<file path="src/rtl/gpt_pkg.sv">
package gpt_pkg;
    localparam int REG_W      = 16;
    localparam int CFG_W      = 12;
    localparam int N_CMP      = 2;
    localparam int BIT_CLKSEL = 4;
    localparam int BIT_FLAG0  = 13;
    localparam int BIT_RUN    = 15;
    localparam logic [CFG_W-1:0] CFG_MASK = 12'hBFF;

    typedef enum logic [1:0] {
        CMP_OFF = 2'd0,
        CMP_EQ  = 2'd1,
        CMP_GE  = 2'd2,
        CMP_EVT = 2'd3
    } cmp_mode_e;

    typedef enum logic {
        CFG_OPEN   = 1'b0,
        CFG_LOCKED = 1'b1
    } cfg_state_e;

    typedef enum logic [1:0] {
        REG_CMP1  = 2'd0,
        REG_CMP2  = 2'd1,
        REG_COUNT = 2'd2,
        REG_SETUP = 2'd3
    } reg_sel_e;
endpackage

</file>
<file path="src/rtl/gpt_prescale.sv">
module gpt_prescale #(
    parameter int DIV_W = 4
) (
    input  logic             clk,
    input  logic             rst_n,
    input  logic             run,
    input  logic             src_tick,
    input  logic             clr,
    input  logic [DIV_W-1:0] div,
    output logic             step
);
    localparam int PRE_W = (1 << DIV_W) - 1;

    logic [PRE_W-1:0] phase_q;
    logic [PRE_W-1:0] limit;
    logic             at_limit;

    always_comb begin
        limit    = PRE_W'((32'd1 << div) - 32'd1);
        at_limit = (phase_q == limit);
        step     = run & src_tick & at_limit;
    end

    always_ff @(posedge clk) begin
        if (!rst_n) begin
            phase_q <= '0;
        end else if (clr || !run) begin
            phase_q <= '0;
        end else if (src_tick) begin
            phase_q <= at_limit ? '0 : phase_q + 1'b1;
        end
    end
endmodule

</file>
<file path="src/rtl/gpt_compare.sv">
module gpt_compare
    import gpt_pkg::*;
#(
    parameter int W = 16
) (
    input  logic      step,
    input  logic [W-1:0] count,
    input  logic [W-1:0] limit,
    input  cmp_mode_e mode,
    output logic      hit
);
    logic match;

    always_comb begin
        unique case (mode)
            CMP_OFF:         match = 1'b0;
            CMP_EQ, CMP_EVT: match = (count == limit);
            CMP_GE:          match = (count >= limit);
        endcase
        hit = step & match;
    end
endmodule

</file>
<file path="src/rtl/gpt_setup_ctl.sv">
module gpt_setup_ctl
    import gpt_pkg::*;
#(
    parameter int W = 16
) (
    input  logic             clk,
    input  logic             rst_n,
    input  logic             wr_setup,
    input  logic [W-1:0]     wdata,
    input  logic [N_CMP-1:0] hit,
    output logic [CFG_W-1:0] cfg,
    output logic             run,
    output logic [N_CMP-1:0] flags,
    output logic             locked
);
    cfg_state_e state_q, state_d;
    logic       cfg_load;

    // state register
    always_ff @(posedge clk) begin
        if (!rst_n) state_q <= CFG_OPEN;
        else        state_q <= state_d;
    end

    // next state
    always_comb begin
        state_d = state_q;
        unique case (state_q)
            CFG_OPEN:   if (wr_setup) state_d = CFG_LOCKED;
            CFG_LOCKED: state_d = CFG_LOCKED;
        endcase
    end

    // outputs
    always_comb begin
        locked   = (state_q == CFG_LOCKED);
        cfg_load = wr_setup && (state_q == CFG_OPEN);
    end

    always_ff @(posedge clk) begin
        if (!rst_n) begin
            cfg <= '0;
            run <= 1'b0;
        end else begin
            if (cfg_load) cfg <= wdata[CFG_W-1:0] & CFG_MASK;
            if (wr_setup) run <= wdata[BIT_RUN];
        end
    end

    for (genvar g = 0; g < N_CMP; g++) begin : g_flag
        always_ff @(posedge clk) begin
            if (!rst_n) flags[g] <= 1'b0;
            else        flags[g] <= hit[g] |
                                    (flags[g] & ~(wr_setup & wdata[BIT_FLAG0+g]));
        end
    end
endmodule

</file>
<file path="src/rtl/gpt_wdt_timer.sv">
module gpt_wdt_timer
    import gpt_pkg::*;
#(
    parameter int DATA_W = REG_W,
    parameter int DIV_W  = 4,
    parameter int ADDR_W = 3
) (
    input  logic              clk,
    input  logic              rst_n,
    input  logic              bus_en,
    input  logic              bus_we,
    input  logic [ADDR_W-1:0] bus_addr,
    input  logic [DATA_W-1:0] bus_wdata,
    output logic [DATA_W-1:0] bus_rdata,
    input  logic              ext_tick,
    input  logic              wd_rst_en,
    output logic              wd_rst_req
);
    reg_sel_e          bus_sel;
    logic              acc, wr, rd;
    logic              wr_setup, cnt_wr;
    logic [DATA_W-1:0] cnt;
    logic [DATA_W-1:0] cmp_q [N_CMP];
    logic [N_CMP-1:0]  hit;
    logic [N_CMP-1:0]  flags;
    logic [CFG_W-1:0]  cfg;
    logic              run, locked, step, src_tick, restart;
    logic [DATA_W-1:0] rd_mux;
    cmp_mode_e         mode [N_CMP];

    always_comb begin
        acc      = bus_en & ~bus_addr[0];
        wr       = acc & bus_we;
        rd       = acc & ~bus_we;
        bus_sel  = reg_sel_e'(bus_addr[2:1]);
        wr_setup = wr && (bus_sel == REG_SETUP);
        cnt_wr   = wr && (bus_sel == REG_COUNT);
        src_tick = cfg[BIT_CLKSEL] ? ext_tick : 1'b1;
        mode[0]  = cmp_mode_e'(cfg[7:6]);
        mode[1]  = cmp_mode_e'(cfg[9:8]);
        restart  = hit[1] && (mode[1] == CMP_EQ || mode[1] == CMP_GE);
    end

    gpt_setup_ctl #(.W(DATA_W)) u_setup (
        .clk(clk), .rst_n(rst_n), .wr_setup(wr_setup), .wdata(bus_wdata),
        .hit(hit), .cfg(cfg), .run(run), .flags(flags), .locked(locked)
    );

    gpt_prescale #(.DIV_W(DIV_W)) u_pre (
        .clk(clk), .rst_n(rst_n), .run(run), .src_tick(src_tick),
        .clr(cnt_wr), .div(cfg[DIV_W-1:0]), .step(step)
    );

    for (genvar g = 0; g < N_CMP; g++) begin : g_cmp
        always_ff @(posedge clk) begin
            if (!rst_n)                                   cmp_q[g] <= '0;
            else if (wr && bus_sel == reg_sel_e'(g))      cmp_q[g] <= bus_wdata;
        end

        gpt_compare #(.W(DATA_W)) u_cmp (
            .step(step), .count(cnt), .limit(cmp_q[g]),
            .mode(mode[g]), .hit(hit[g])
        );
    end

    always_ff @(posedge clk) begin
        if (!rst_n)       cnt <= '0;
        else if (cnt_wr)  cnt <= bus_wdata;
        else if (step)    cnt <= restart ? '0 : cnt + 1'b1;
    end

    always_comb begin
        unique case (bus_sel)
            REG_CMP1:  rd_mux = cmp_q[0];
            REG_CMP2:  rd_mux = cmp_q[1];
            REG_COUNT: rd_mux = cnt;
            REG_SETUP: rd_mux = DATA_W'({run, flags[1], flags[0], locked, cfg});
        endcase
    end

    always_ff @(posedge clk) begin
        if (!rst_n) begin
            bus_rdata  <= '0;
            wd_rst_req <= 1'b0;
        end else begin
            if (rd) bus_rdata <= rd_mux;
            wd_rst_req <= hit[1] & wd_rst_en;
        end
    end
endmodule

</file>
<file path="config.mk">
export PLATFORM = sky130hd
export DESIGN_NAME = gpt_wdt_timer
export DESIGN_NICKNAME = d
export VERILOG_FILES = /design/src/rtl/gpt_pkg.sv /design/src/rtl/gpt_prescale.sv /design/src/rtl/gpt_compare.sv /design/src/rtl/gpt_setup_ctl.sv /design/src/rtl/gpt_wdt_timer.sv
export SDC_FILE = /design/constraint.sdc
export NUM_CORES = 1
export LEC_CHECK = 0
export BUFFER_PORTS_ARGS = -buffer_cell sky130_fd_sc_hd__buf_4
export CAP_MARGIN = 20
export CORE_MARGIN = 2
export CORE_UTILIZATION = 55
export CTS_BUF_LIST = sky130_fd_sc_hd__clkbuf_16
export CTS_CLUSTER_DIAMETER = 80
export DETAILED_ROUTE_END_ITERATION = 12
export GPL_TIMING_DRIVEN = 1
export PLACE_DENSITY = 0.74
export REMOVE_ABC_BUFFERS = 1
export SLEW_MARGIN = 20
export SYNTH_ARGS = -nofsm -noshare
export SYNTH_HDL_FRONTEND = slang
export SYNTH_SLANG_ARGS = --single-unit
export TNS_END_PERCENT = 30
</file>
<file path="constraint.sdc">
create_clock -name clk -period 3.5 [get_ports clk]
set_input_delay 0.875 -clock clk [delete_from_list [all_inputs] [get_ports clk]]
set_output_delay 0.875 -clock clk [all_outputs]
set_load 0.02 [all_outputs]
</file>
* Word level (Yosys, flattened, before mapping)
Memory sizes are Yosys's and may differ from the RTL's.
Index checks and enable logic that the tools add are counted.
** Operators by class
- Add/subtract/negate cells :: 3
- Order comparisons :: 2
- Equality and inequality tests :: 12
- Shifts and indexed selects :: 1
- Muxes and demuxes :: 19
- Bitwise logic cells :: 22
- Reductions and logical operators :: 16
** Operators with widths (count)
- 16-bit two-way mux :: 5
- 16-bit case mux with 4 select lines :: 1
- 16-bit equality test :: 2
- 16-bit greater-or-equal comparator :: 2
- 16-bit by 1-bit adder with 16-bit output, second input constant :: 1
- 15-bit by 1-bit adder with 15-bit output, second input constant :: 1
- 15-bit equality test :: 1
- 15-bit two-way mux :: 1
- 1-bit by 4-bit << shifter with 15-bit output, first input constant :: 1
- 15-bit by 1-bit subtractor with 15-bit output, second input constant :: 1
- 1-bit bitwise AND :: 12
- 2-bit equality test, second input constant :: 6
- 1-bit two-way mux :: 9
- 2-bit by 1-bit equality test with 1-bit output, second input constant :: 3
- 1-bit logical AND :: 6
- 2-bit zero test :: 3
- 1-bit inverter :: 6
- 1-bit case mux with 3 select lines :: 2
- 2-bit OR reduction :: 3
- 1-bit OR :: 4
- 1-bit logical OR :: 2
- 1-bit case mux with 2 select lines :: 1
- 2-bit nonzero test :: 1
- 1-bit zero test :: 1
** Storage, ports and cells
- Register bits after elaboration :: 63
- RAM bits :: 32
- Word-level logic and storage cells :: 85
- Memories kept :: 1
** Memories
- cmp_q :: depth 2, width 16, read ports 2, clocked after memory_dff 0, write ports 2, RTL line gpt_wdt_timer.sv:23 : logic [DATA_W-1:0] cmp_q [N_CMP];

* Logic depth before layout (Yosys ltp)
Gate-level depths: netlist (run 1).
- Depth after elaboration :: 9
- Depth in mapped cells :: 17

* Modules after synthesis
A second synthesis (run 1) with hierarchy kept.
** Second synthesis, totals
- Cells, all modules :: 647
- Area total of the unflattened synthesis :: 6019.5 sq um
** Modules (own cells, without submodules)
- gpt_wdt_timer :: times used 1, cells an instance 300, area each 3171.8 sq um, sequential area each 1621.6 sq um
- gpt_prescale :: times used 1, cells an instance 163, area each 1382.6 sq um, sequential area each 300.3 sq um
- gpt_compare :: times used 2, cells an instance 60, area each 429.2 sq um, sequential area each 0.0 sq um
- gpt_setup_ctl :: times used 1, cells an instance 64, area each 606.8 sq um, sequential area each 300.3 sq um

* Worst setup path before layout (run 1)
OpenSTA, ideal clock, no wires.
- Path type :: register to register
- Start :: register u_setup.cfg[2]
- End :: register cnt[1]
- Setup time :: 122 ps
- Data arrival time :: 3003 ps
- Path slack :: 375 ps
- Cell stages (with the launch flop) :: 17
- Path buffers :: 5
- Clock period less this slack :: 3125 ps
- Cell sequence :: dfxtp_1 -> buf_6 -> clkbuf_8 -> nor3_1 -> nand2_1 -> ha_1 -> buf_2 -> buf_2 -> nor2b_1 -> o21ai_0 -> mux2i_1 -> nor3_1 -> nand4_1 -> or2_4 -> buf_6 -> and3_4 -> a311o_1
** Between the ends
- Longest elaborated chain between the ends :: 9
- Elaborated cells between the ends (all ways) :: 10
- Those cells by class :: add/sub: 1; eq/ne: 1; shift: 1; mux: 3; bitwise: 2; reduce/logical: 2
** Ends and longest elaborated chain
- from (decl) :: RTL line gpt_setup_ctl.sv:11 : output logic [CFG_W-1:0] cfg,
- from (signal assigned) :: RTL line gpt_setup_ctl.sv:45 : if (cfg_load) cfg <= wdata[CFG_W-1:0] & CFG_MASK;
- 1-bit by 4-bit << shifter with 15-bit output (*) :: RTL line gpt_prescale.sv:19 : limit = PRE_W'((32'd1 << div) - 32'd1);
- 15-bit by 1-bit subtractor with 15-bit output (*) :: RTL line gpt_prescale.sv:19
- 15-bit equality test (*) :: RTL line gpt_prescale.sv:20 : at_limit = (phase_q == limit);
- 1-bit bitwise AND (*) :: RTL line gpt_prescale.sv:21 : step = run & src_tick & at_limit;
- 1-bit bitwise AND :: RTL line gpt_compare.sv:20 : hit = step & match;
- 1-bit logical AND :: RTL line gpt_wdt_timer.sv:41 : restart = hit[1] && (mode[1] == CMP_EQ || mode[1] == CMP_GE);
- 16-bit two-way mux (2 in series) :: RTL line gpt_wdt_timer.sv:69 : else if (step) cnt <= restart ? '0 : cnt + 1'b1;
- 16-bit two-way mux :: RTL line gpt_wdt_timer.sv:68 : else if (cnt_wr) cnt <= bus_wdata;
- to (signal assigned) :: RTL line gpt_wdt_timer.sv:68
- to (signal assigned) :: RTL line gpt_wdt_timer.sv:69
- to (decl) :: RTL line gpt_wdt_timer.sv:22 : logic [DATA_W-1:0] cnt;
Every way passes the cells marked *; elsewhere a longest branch is shown, timed or not. The select of a mux whose other input is x is not followed.
A chain may end at the register's enable or synchronous reset.

* Final worst setup path (run 1)
- Start :: register u_setup.cfg[0]
- End :: register cnt[7]
Same word-level chain as after synthesis.

==> flow_summary.toml, run 1 <==
[clock_network]
clk_latency_ns = 0.35
holdBufCountCts = 0
cts_tree = "yes"
postCtsSetupBuffers = 0
cts_root_buf = "clkbuf_16"
path_clk_slew_ns = 0.07
ctsResizeCount = 0
clock-sinks = 95
cts_buffers = 9
cts_max_level = 3
clockBufferDepth = 2

[synth]
ys_ff_latch = 95
synth-edff-count = 32
yosysWarnings = 0
synth_seq_area_share = 0.361
ys.flop_type = "dfxtp_1"
syn_area_um2 = 6160
ys_types = 72
avgSynthCellArea_um2 = 9.11
async_flop_share = 0
syn_inst = 676

[pwr]
p_total_mw = 2.57
swShare = 0.248
pwr-share-clk = 0.411
power_density_nw_per_um2 = 376
power_frac_seq = 0.473
switchingPower_uw = 638
p_leak_nw = 2.63
pwr-share-comb = 0.116
vdd_drop_max_mv = 0.253
p_int_mw = 1.94

[setup_path]
required_ns = 3.78
crit_path_end_kind = "flop"
crit_path_start_kind = "flop"
arrival_ns = 3.54
path_class = "flop to flop"
ff2ff_path_depth = 11
cp_max_fo = 13

[hold_path]
worstHoldPathType = "flop to flop"
whs_path_depth = 2

[placement]
gp_congestion = 0.904
placed_cell_area_um2 = 6530
io_buffers = 41
dp_hpwl_mm = 11.8

[sta]
final_hold_viol_count = 0
post-route-period-util = 0.930
tightest_slew_ns = 0.855
layout_min_cycle_time_ns = 3.25
relSlewSlack = 0.428
hold_slack_ns = 0.463
setup_viol = 0
max_freq_ghz = 0.307
fin_setup_tns_ns = 0
rsz0062_at_grt = "no"
finalMaxSlewViolations = 0
skew_ns = 0.00944

[layout]
layout_commonest_cell = "nand2_1"
area_growth_pct = 11.1
final_cell_mix = "nand2_1 (76), dfxtp_1 (63), buf_4 (58)"
final.fill_count = 936
seq_area_um2 = 2220
multiInputGateArea_um2 = 3540
final_util = 0.629
drive_gt1_frac = 0.155
fin_area_um2 = 6850
final_nets = 770
n_antenna_cell = 0

[global_routing]
antenna_found_initial = 0
grt.total_usage = 0.278
grt_pass1_vias = 4940
grt_max_degree = 33
grt_pass1_wl_mm = 25.5
grt_overflow = 0

[drt]
drt_iter0_markers = 427
drt-total-wl_mm = 15.9
route.vias.total = 5176
first_pass_iters = 5
drc = 0
viasPerCell = 6.08
ant_nets = 0
wl_per_cell_um = 18.7

[floorplanning]
die_y_um = 110
io_pins = 42
start_util = 0.566
core_um2 = 10900
die_w_um = 110
dieArea_um2 = 12100
core.rowCount = 38

[run]
maxCapViolCount = 0

[run_status]
status = "finished clean"
## cells in the mapped netlist, types with 6 or more instances
master,number,share of area
clkbuf_1,18,0.011
nand4_1,13,0.013
mux4_2,15,0.055
o211ai_1,13,0.016
o21a_1,9,0.011
nand3_1,18,0.015
clkbuf_8,6,0.013
and3_1,8,0.0081
buf_2,6,0.0049
mux2i_1,16,0.026
a21oi_1,27,0.022
xnor2_1,13,0.018
o21ai_0,22,0.018
a21boi_0,16,0.019
edfxtp_1,32,0.16
xor2_1,7,0.010
inv_1,41,0.025
nor3_1,16,0.013
dfxtp_1,63,0.20
nor4_1,6,0.0061
and2_1,38,0.039
nand2_1,76,0.046
ha_1,39,0.079
a31oi_1,8,0.0081
nor2_1,44,0.027
nor2b_1,21,0.021
## sequential cells by signal, indices dropped and copies added, names as in the netlist, 2 cells and up
register	flops
cmp_q	32
cnt	16
u_setup.flags	2
u_pre.phase_q	15
bus_rdata	16
u_setup.cfg	11
## critical path, stage by stage (launching register included)
cell and delay (ns):
dfxtp_1 0.41, nor2_1 0.10, nand2_1 0.08, ha_1 0.30, or3b_1 0.40, a211o_1 0.30
o221a_2 0.14, nor4_1 0.37, nand3_1 0.14, or2_4 0.31, or4_1 0.48, a21oi_1 0.14
## cells by family after synthesis
| logic type | Yosys count | synth area share |
|---|---|---|
| AO/OA/AOI/OAI | 132 | 0.148 |
| adder cells (fa/ha/maj) | 39 | 0.0792 |
| multiplexers | 31 | 0.0808 |
| flip-flops | 95 | 0.361 |
| buffers and inverters | 80 | 0.0656 |
| XOR/XNOR | 20 | 0.0284 |
| AND/OR/NAND/NOR | 279 | 0.238 |
## through the flow
step / setup WS, ns / cells
6_report: 0.246 / 851
5_1_grt: 0.00809 / 851
2_1_floorplan: -0.132 / 637
3_5_place_dp: 0.333 / 835
3_3_place_gp: 0.483 / 835
4_1_cts: 0.296 / 851
## cell type report
cell class	count	area share
Tap cell	140	0.0256
Clock buffer	9	0.0329
Timing Repair Buffer	58	0.0636
Multi-Input combinational cell	501	0.518
Inverter	41	0.0225
Sequential cell	95	0.325
Clock inverter	7	0.0130
## path summary, 6_finish.rpt
path                                      from           end  slack (ns)
worst max-delay path            u_setup.cfg[0]        cnt[7]        0.25
worst min-delay path              bus_rdata[5]  bus_rdata[5]        0.46
worst max register to register  u_setup.cfg[0]        cnt[7]        0.25
worst min register to register    bus_rdata[5]  bus_rdata[5]        0.46
## per-layer routing
layer / vias up / GRT usage / wire (um)
met5: - / 0 / 0
met2: 162 / 0.448 / 7540
met3: 14 / 0.0403 / 947
met4: 0 / 0.0913 / 161
li1: 2482 / - / -
met1: 2518 / 0.382 / 7250
## power groups by stage
| stage | sequential (mW) | combinational, mW | clock (mW) |
|---|---|---|---|
| after global placement | 1.24 | 0.287 | 0 |
| after CTS | 1.22 | 0.297 | 1.07 |
| after detailed placement | 1.24 | 0.295 | 0 |
| final | 1.22 | 0.299 | 1.06 |
| after floorplan | 1.23 | 0.173 | 0 |
| after global routing | 1.22 | 0.332 | 1.10 |
Power figures use the tool's default switching activity.
==> inputs of run 2 (changes only) <==
--- a/config.mk
+++ b/config.mk
@@ -5,15 +5,16 @@
 export SDC_FILE = /design/constraint.sdc
 export NUM_CORES = 1
 export LEC_CHECK = 0
-export BUFFER_PORTS_ARGS = -buffer_cell sky130_fd_sc_hd__buf_4
+export ABC_AREA = 1
 export CAP_MARGIN = 20
 export CORE_MARGIN = 2
 export CORE_UTILIZATION = 55
 export CTS_BUF_LIST = sky130_fd_sc_hd__clkbuf_16
 export CTS_CLUSTER_DIAMETER = 80
 export DETAILED_ROUTE_END_ITERATION = 12
+export DONT_BUFFER_PORTS = 1
 export GPL_TIMING_DRIVEN = 1
-export PLACE_DENSITY = 0.74
+export PLACE_DENSITY = 0.66
 export REMOVE_ABC_BUFFERS = 1
 export SLEW_MARGIN = 20
 export SYNTH_ARGS = -nofsm -noshare
==> run 2 against run 1 <==
  * Sequential power barely moved
  * Clock skew fell by 0.0031 ns
  * Via count rose by 8.7%
  * Combinational power fell by 11%
  * Critical path depth rose by 5
==> flow_summary.toml, run 2 <==
[setup_path]
crit_path_end_kind = "flop"
cp_max_fo = 15
cp.depth = 16
cp_slowest_cell = "dfxtp_1"
max_stage_delay_ns = 0.58
setup.worst_path.start = "u_setup.cfg[1]"
regToRegEndpoint = "cnt[3]"
crit_family = "simple AND/OR/NAND/NOR gates"
arrival_ns = 3.29
worst-path-buf-inv = 3
path_class = "flop to flop"
required_ns = 3.74
timing.rr.start = "u_setup.cfg[1]"
ff2ff_path_depth = 16
critPathCapture = "cnt[3]"
crit_path_start_kind = "flop"
r2r_slack_ns = 0.45
cp_cell_sequence = "inv_1 -> nand3_1 -> ha_1 -> inv_1 -> a21oi_1 -> nand2_1 -> nand3_1 -> nand3_1 -> nor2_1 -> nand2_1 -> nor2_1 -> nand2_2 -> nand2_1 -> inv_1 -> nor2_1 -> a21oi_1"

[synth]
synth-edff-count = 32
yosysWarnings = 0
synth_seq_area_share = 0.370
ys_top_cells_by_count = "nand2_1 (163), inv_1 (137), nor2_1 (106)"
synthTopCellsByArea = "dfxtp_1 (21%), edfxtp_1 (16%), nand2_1 (10%)"
avgSynthCellArea_um2 = 7.05
ys.flop_type = "dfxtp_1"
async_flop_share = 0
yosysMostFrequentCell = "nand2_1"
ys_types = 39
ys_ff_latch = 95
syn_area_um2 = 6010
yosys.area.top_type = "dfxtp_1"
syn_inst = 852
netlist.area_leader.share = 0.210

[hold_path]
worstHoldPathType = "flop to flop"

[sta]
layout_min_cycle_time_ns = 3.05
max_freq_ghz = 0.328
finalMaxSlewViolations = 0
tightest_slew_ns = 0.657
rsz0062_at_grt = "no"
relSlewSlack = 0.562
skew_ns = 0.00634
worst_slack_ns = 0.450
final_hold_viol_count = 0
fin_setup_tns_ns = 0
post-route-period-util = 0.872
setup_viol = 0

[clock_network]
cts_max_level = 3
clock-sinks = 95
postCtsSetupBuffers = 0
cts_tree = "yes"
clk_latency_ns = 0.35
ctsResizeCount = 0
holdBufCountCts = 0
path_clk_slew_ns = 0.07
cts_buffers = 9
clockBufferDepth = 2
cts_root_buf = "clkbuf_16"

[drt]
ant_nets = 0
drc = 0
wl_per_cell_um = 17.8
drt-total-wl_mm = 17.8
viasPerCell = 5.64
drt_iter0_markers = 337
route.vias.total = 5628
first_pass_iters = 5

[layout]
final_nets = 916
final.fill_count = 1046
layout_commonest_cell = "nand2_1"
n_antenna_cell = 0
largest_register = "cmp_q"
final_cell_mix = "nand2_1 (162), inv_1 (138), nor2_1 (106)"
area_growth_pct = 7.64
reg_top3 = "cmp_q x32, bus_rdata x16, cnt x16"
drive_gt1_frac = 0.0583
largest_register_ff_count = 32

[global_routing]
antenna_found_initial = 0
grt_max_degree = 38
grt_pass1_vias = 5342
grt_pass1_wl_mm = 27.5
grt.total_usage = 0.313
grt_overflow = 0

[placement]
io_buffers = 0
dp_hpwl_mm = 13.3
pre_cts_ws_ns = 0.368
gp_congestion = 0.904

[pwr]
power_density_nw_per_um2 = 384
vdd_drop_max_mv = 0.223
p_leak_nw = 2.95

[floorplanning]
die_y_um = 109
io_pins = 42
dieArea_um2 = 11800
die_w_um = 109
core_um2 = 10700
core.rowCount = 38
start_util = 0.559

[run]
maxCapViolCount = 0

[run_status]
status = "finished clean"
[run 2: area by class of cell]
cell class | instances | area (um2) | area share
Sequential cell | 95 | 2220 | 0.343
Inverter | 142 | 533 | 0.0824
Clock inverter | 7 | 72.6 | 0.0112
Timing Repair Buffer | 14 | 105 | 0.0162
Multi-Input combinational cell | 590 | 3140 | 0.485
Tap cell | 140 | 175 | 0.0271
Clock buffer | 9 | 225 | 0.0348
[run 2: per-stage QoR]
step / utilization / std cells / total power [mW] / hold slack, ns / cell area, um2
6_report: 0.602 / 997 / 2.49 / 0.485 / 6470
5_1_grt: 0.602 / 997 / 2.58 / 0.521 / 6470
4_1_cts: 0.602 / 997 / 2.49 / 0.486 / 6470
3_5_place_dp: 0.574 / 981 / 1.50 / 0.471 / 6170
3_3_place_gp: 0.574 / 981 / 1.50 / 0.472 / 6170
2_1_floorplan: - / 827 / 1.42 / 0.451 / 5880
[run 2: layer usage]
metal  global-route usage  vias up  routed length, um
met3               0.0374       41                944
met2                0.561      187               8850
li1                     -     2785                  -
met4                0.144        0                559
met1                0.373     2615               7420
met5                    0        -                  0
[run 2: cell families (layout without fill, tap and decap cells)]
kind of cell,Yosys count,in the layout,synth area share
AND/OR/NAND/NOR,375,375,0.271
adder cells (fa/ha/maj),39,39,0.0812
XOR/XNOR,13,13,0.0189
flip-flops,95,95,0.370
AO/OA/AOI/OAI,163,163,0.149
buffers and inverters,167,172,0.110
[run 2: tightest hold or removal path, stage by stage (launching register included)]
cell	delay, ns
dfxtp_1	0.31
inv_1	0.07
a21oi_1	0.06
[run 2: how the worst min path moves through the flow]
stage	from	cells after the start	to	slack (ns)
floorplan	u_setup.locked	2	u_setup.locked	0.45
finish	u_setup.locked	2	u_setup.locked	0.49
global placement	u_setup.locked	2	u_setup.locked	0.47
CTS	u_setup.locked	2	u_setup.locked	0.49
detailed placement	u_setup.flags[0]	2	u_setup.flags[0]	0.47
global route	u_setup.locked	2	u_setup.locked	0.52
[run 2: report_power, final]
part	switching (mW)	leakage (nW)	internal, mW
combinational	0.181	1.99	0.0858
clock	0.447	0.147	0.556
sequential	0.0400	0.817	1.18
total	0.668	2.95	1.82
==> inputs of run 3 (changes only) <==
--- a/config.mk
+++ b/config.mk
@@ -8,13 +8,13 @@
 export ABC_AREA = 1
 export CAP_MARGIN = 20
 export CORE_MARGIN = 2
-export CORE_UTILIZATION = 55
+export CORE_UTILIZATION = 35
 export CTS_BUF_LIST = sky130_fd_sc_hd__clkbuf_16
 export CTS_CLUSTER_DIAMETER = 80
 export DETAILED_ROUTE_END_ITERATION = 12
 export DONT_BUFFER_PORTS = 1
 export GPL_TIMING_DRIVEN = 1
-export PLACE_DENSITY = 0.66
+export PLACE_DENSITY = 0.45
 export REMOVE_ABC_BUFFERS = 1
 export SLEW_MARGIN = 20
 export SYNTH_ARGS = -nofsm -noshare
==> run 3 against run 2 <==
  * Design area increased by 1.8%
  * Critical path type unchanged
  * Register-to-register slack barely moved
  * Routed wire length is 13% higher
  * Flip-flop and latch count stayed put
  * Cell count is 8.0% higher
  * Clock power is essentially flat
==> flow_summary.toml, run 3 (synthesis results as in run 2) <==
[run_status]
status = "finished clean"

[floorplanning]
die_y_um = 135
die_w_um = 135
dieArea_um2 = 18200
core.rowCount = 47
io_pins = 42
core_um2 = 16700
start_util = 0.360

[setup_path]
crit_path_start_kind = "flop"
crit_path_end_kind = "flop"
ff2ff_path_depth = 17
cp_cell_sequence = "nor2_4 -> nand3_1 -> ha_1 -> inv_1 -> a21oi_1 -> nand2_1 -> nand3_1 -> nand3_1 -> nor2_1 -> nand2_1 -> nor2_1 -> nand2_1 -> buf_4 -> nand2_1 -> inv_1 -> nor2_1 -> a21oi_1"
critPathCapture = "cnt[3]"
timing.rr.start = "u_setup.cfg[2]"
max_stage_delay_ns = 0.53
cp_slowest_cell = "dfxtp_2"
arrival_ns = 3.30
cp_max_fo = 15
r2r_slack_ns = 0.44
setup.worst_path.start = "u_setup.cfg[2]"
required_ns = 3.75
crit_family = "simple AND/OR/NAND/NOR gates"
path_class = "flop to flop"
worst-path-buf-inv = 3
regToRegEndpoint = "cnt[3]"
cpMostUsedCell = "nand2_1"
cp.depth = 17

[layout]
largest_register_ff_count = 32
final-instance-count-excl-fill = 1077
seq_area_um2 = 2220
layout_commonest_cell = "nand2_1"
final_util = 0.394
drive_gt1_frac = 0.0595
largest_register = "cmp_q"
multiInputGateArea_um2 = 3130
final_cell_mix = "nand2_1 (163), inv_1 (137), nor2_1 (106)"
fin_area_um2 = 6590
final.fill_count = 1810
final_nets = 916
reg_top3 = "cmp_q x32, bus_rdata x16, cnt x16"
n_antenna_cell = 0
area_growth_pct = 9.60

[clock_network]
clk_latency_ns = 0.35
cts_buffers = 9
cts_tree = "yes"
cts_max_level = 3
cts_root_buf = "clkbuf_16"
path_clk_slew_ns = 0.07
clock-sinks = 95
postCtsSetupBuffers = 0
clockBufferDepth = 2
holdBufCountCts = 0

[pwr]
pwr-share-clk = 0.410
power_frac_seq = 0.482
p_total_mw = 2.52
vdd_drop_max_mv = 0.228
p_leak_nw = 2.96
pwr-share-comb = 0.109
power_density_nw_per_um2 = 383
swShare = 0.278
switchingPower_uw = 703
p_int_mw = 1.82

[hold_path]
worstHoldPathType = "flop to flop"

[sta]
worst_slack_ns = 0.443
finalMaxSlewViolations = 0
max_freq_ghz = 0.327
rsz0062_at_grt = "no"
fin_setup_tns_ns = 0
relSlewSlack = 0.473
final_hold_viol_count = 0
hold_slack_ns = 0.483
layout_min_cycle_time_ns = 3.06
skew_ns = 0.0119
setup_viol = 0
post-route-period-util = 0.873
tightest_slew_ns = 0.783

[run]
maxCapViolCount = 0

[drt]
drc = 0
drt-total-wl_mm = 20.1
ant_nets = 0
first_pass_iters = 5
wl_per_cell_um = 18.7
viasPerCell = 5.12
drt_iter0_markers = 392
route.vias.total = 5519

[placement]
dp_cells = 1061
gp_congestion = 0.861
dp_hpwl_mm = 14.8
placed_cell_area_um2 = 6280
io_buffers = 0
pre_cts_ws_ns = 0.165

[global_routing]
grt.total_usage = 0.225
grt_overflow = 0
grt_pass1_wl_mm = 30.8
grt_max_degree = 38
grt_pass1_vias = 5253
antenna_found_initial = 0
==> run 3: area by class of cell <==
type,count,area share
Tap cell,220,0.0418
Multi-Input combinational cell,590,0.476
Sequential cell,95,0.338
Inverter,142,0.0815
Timing Repair Buffer,14,0.0179
Clock inverter,7,0.0112
Clock buffer,9,0.0342
==> run 3: power by group through the flow <==
stage                     Clock (mW)  Combinational [mW]  Sequential, mW
after detailed placement           0               0.276            1.24
after global placement             0               0.274            1.24
final                           1.03               0.275            1.22
after floorplan                    0               0.185            1.23
after global routing            1.10               0.311            1.22
after CTS                       1.06               0.278            1.21
==> run 3: per-layer routing <==
metal	share of wire	GRT usage
met5	0	0
met2	0.46	0.358
met3	0.053	0.0398
met4	0.012	0.0596
met1	0.47	0.317
==> run 3: how the worst min path moves through the flow <==
stage | start | endpoint | cells past startpoint
6_report | u_setup.locked | u_setup.locked | 2
5_1_grt | u_setup.locked | u_setup.locked | 2
4_1_cts | u_setup.locked | u_setup.locked | 2
3_5_place_dp | u_setup.locked | u_setup.locked | 2
3_3_place_gp | u_setup.locked | u_setup.locked | 2
2_1_floorplan | u_setup.locked | u_setup.locked | 2
==> run 3: timing repair <==
item,CTS,global route
endpoints found under the setup margin,0,23
gates resized for setup,0,3
hold endpoints to repair,0,0
==> run 3: worst register-to-register path, cell delays in order (launching register included) <==
cell and delay [ns]:
dfxtp_2 0.53, nor2_4 0.14, nand3_1 0.12, ha_1 0.26, inv_1 0.13, a21oi_1 0.33
nand2_1 0.13, nand3_1 0.16, nand3_1 0.11, nor2_1 0.09, nand2_1 0.06, nor2_1 0.27
nand2_1 0.08, buf_4 0.21, nand2_1 0.12, inv_1 0.06, nor2_1 0.09, a21oi_1 0.07
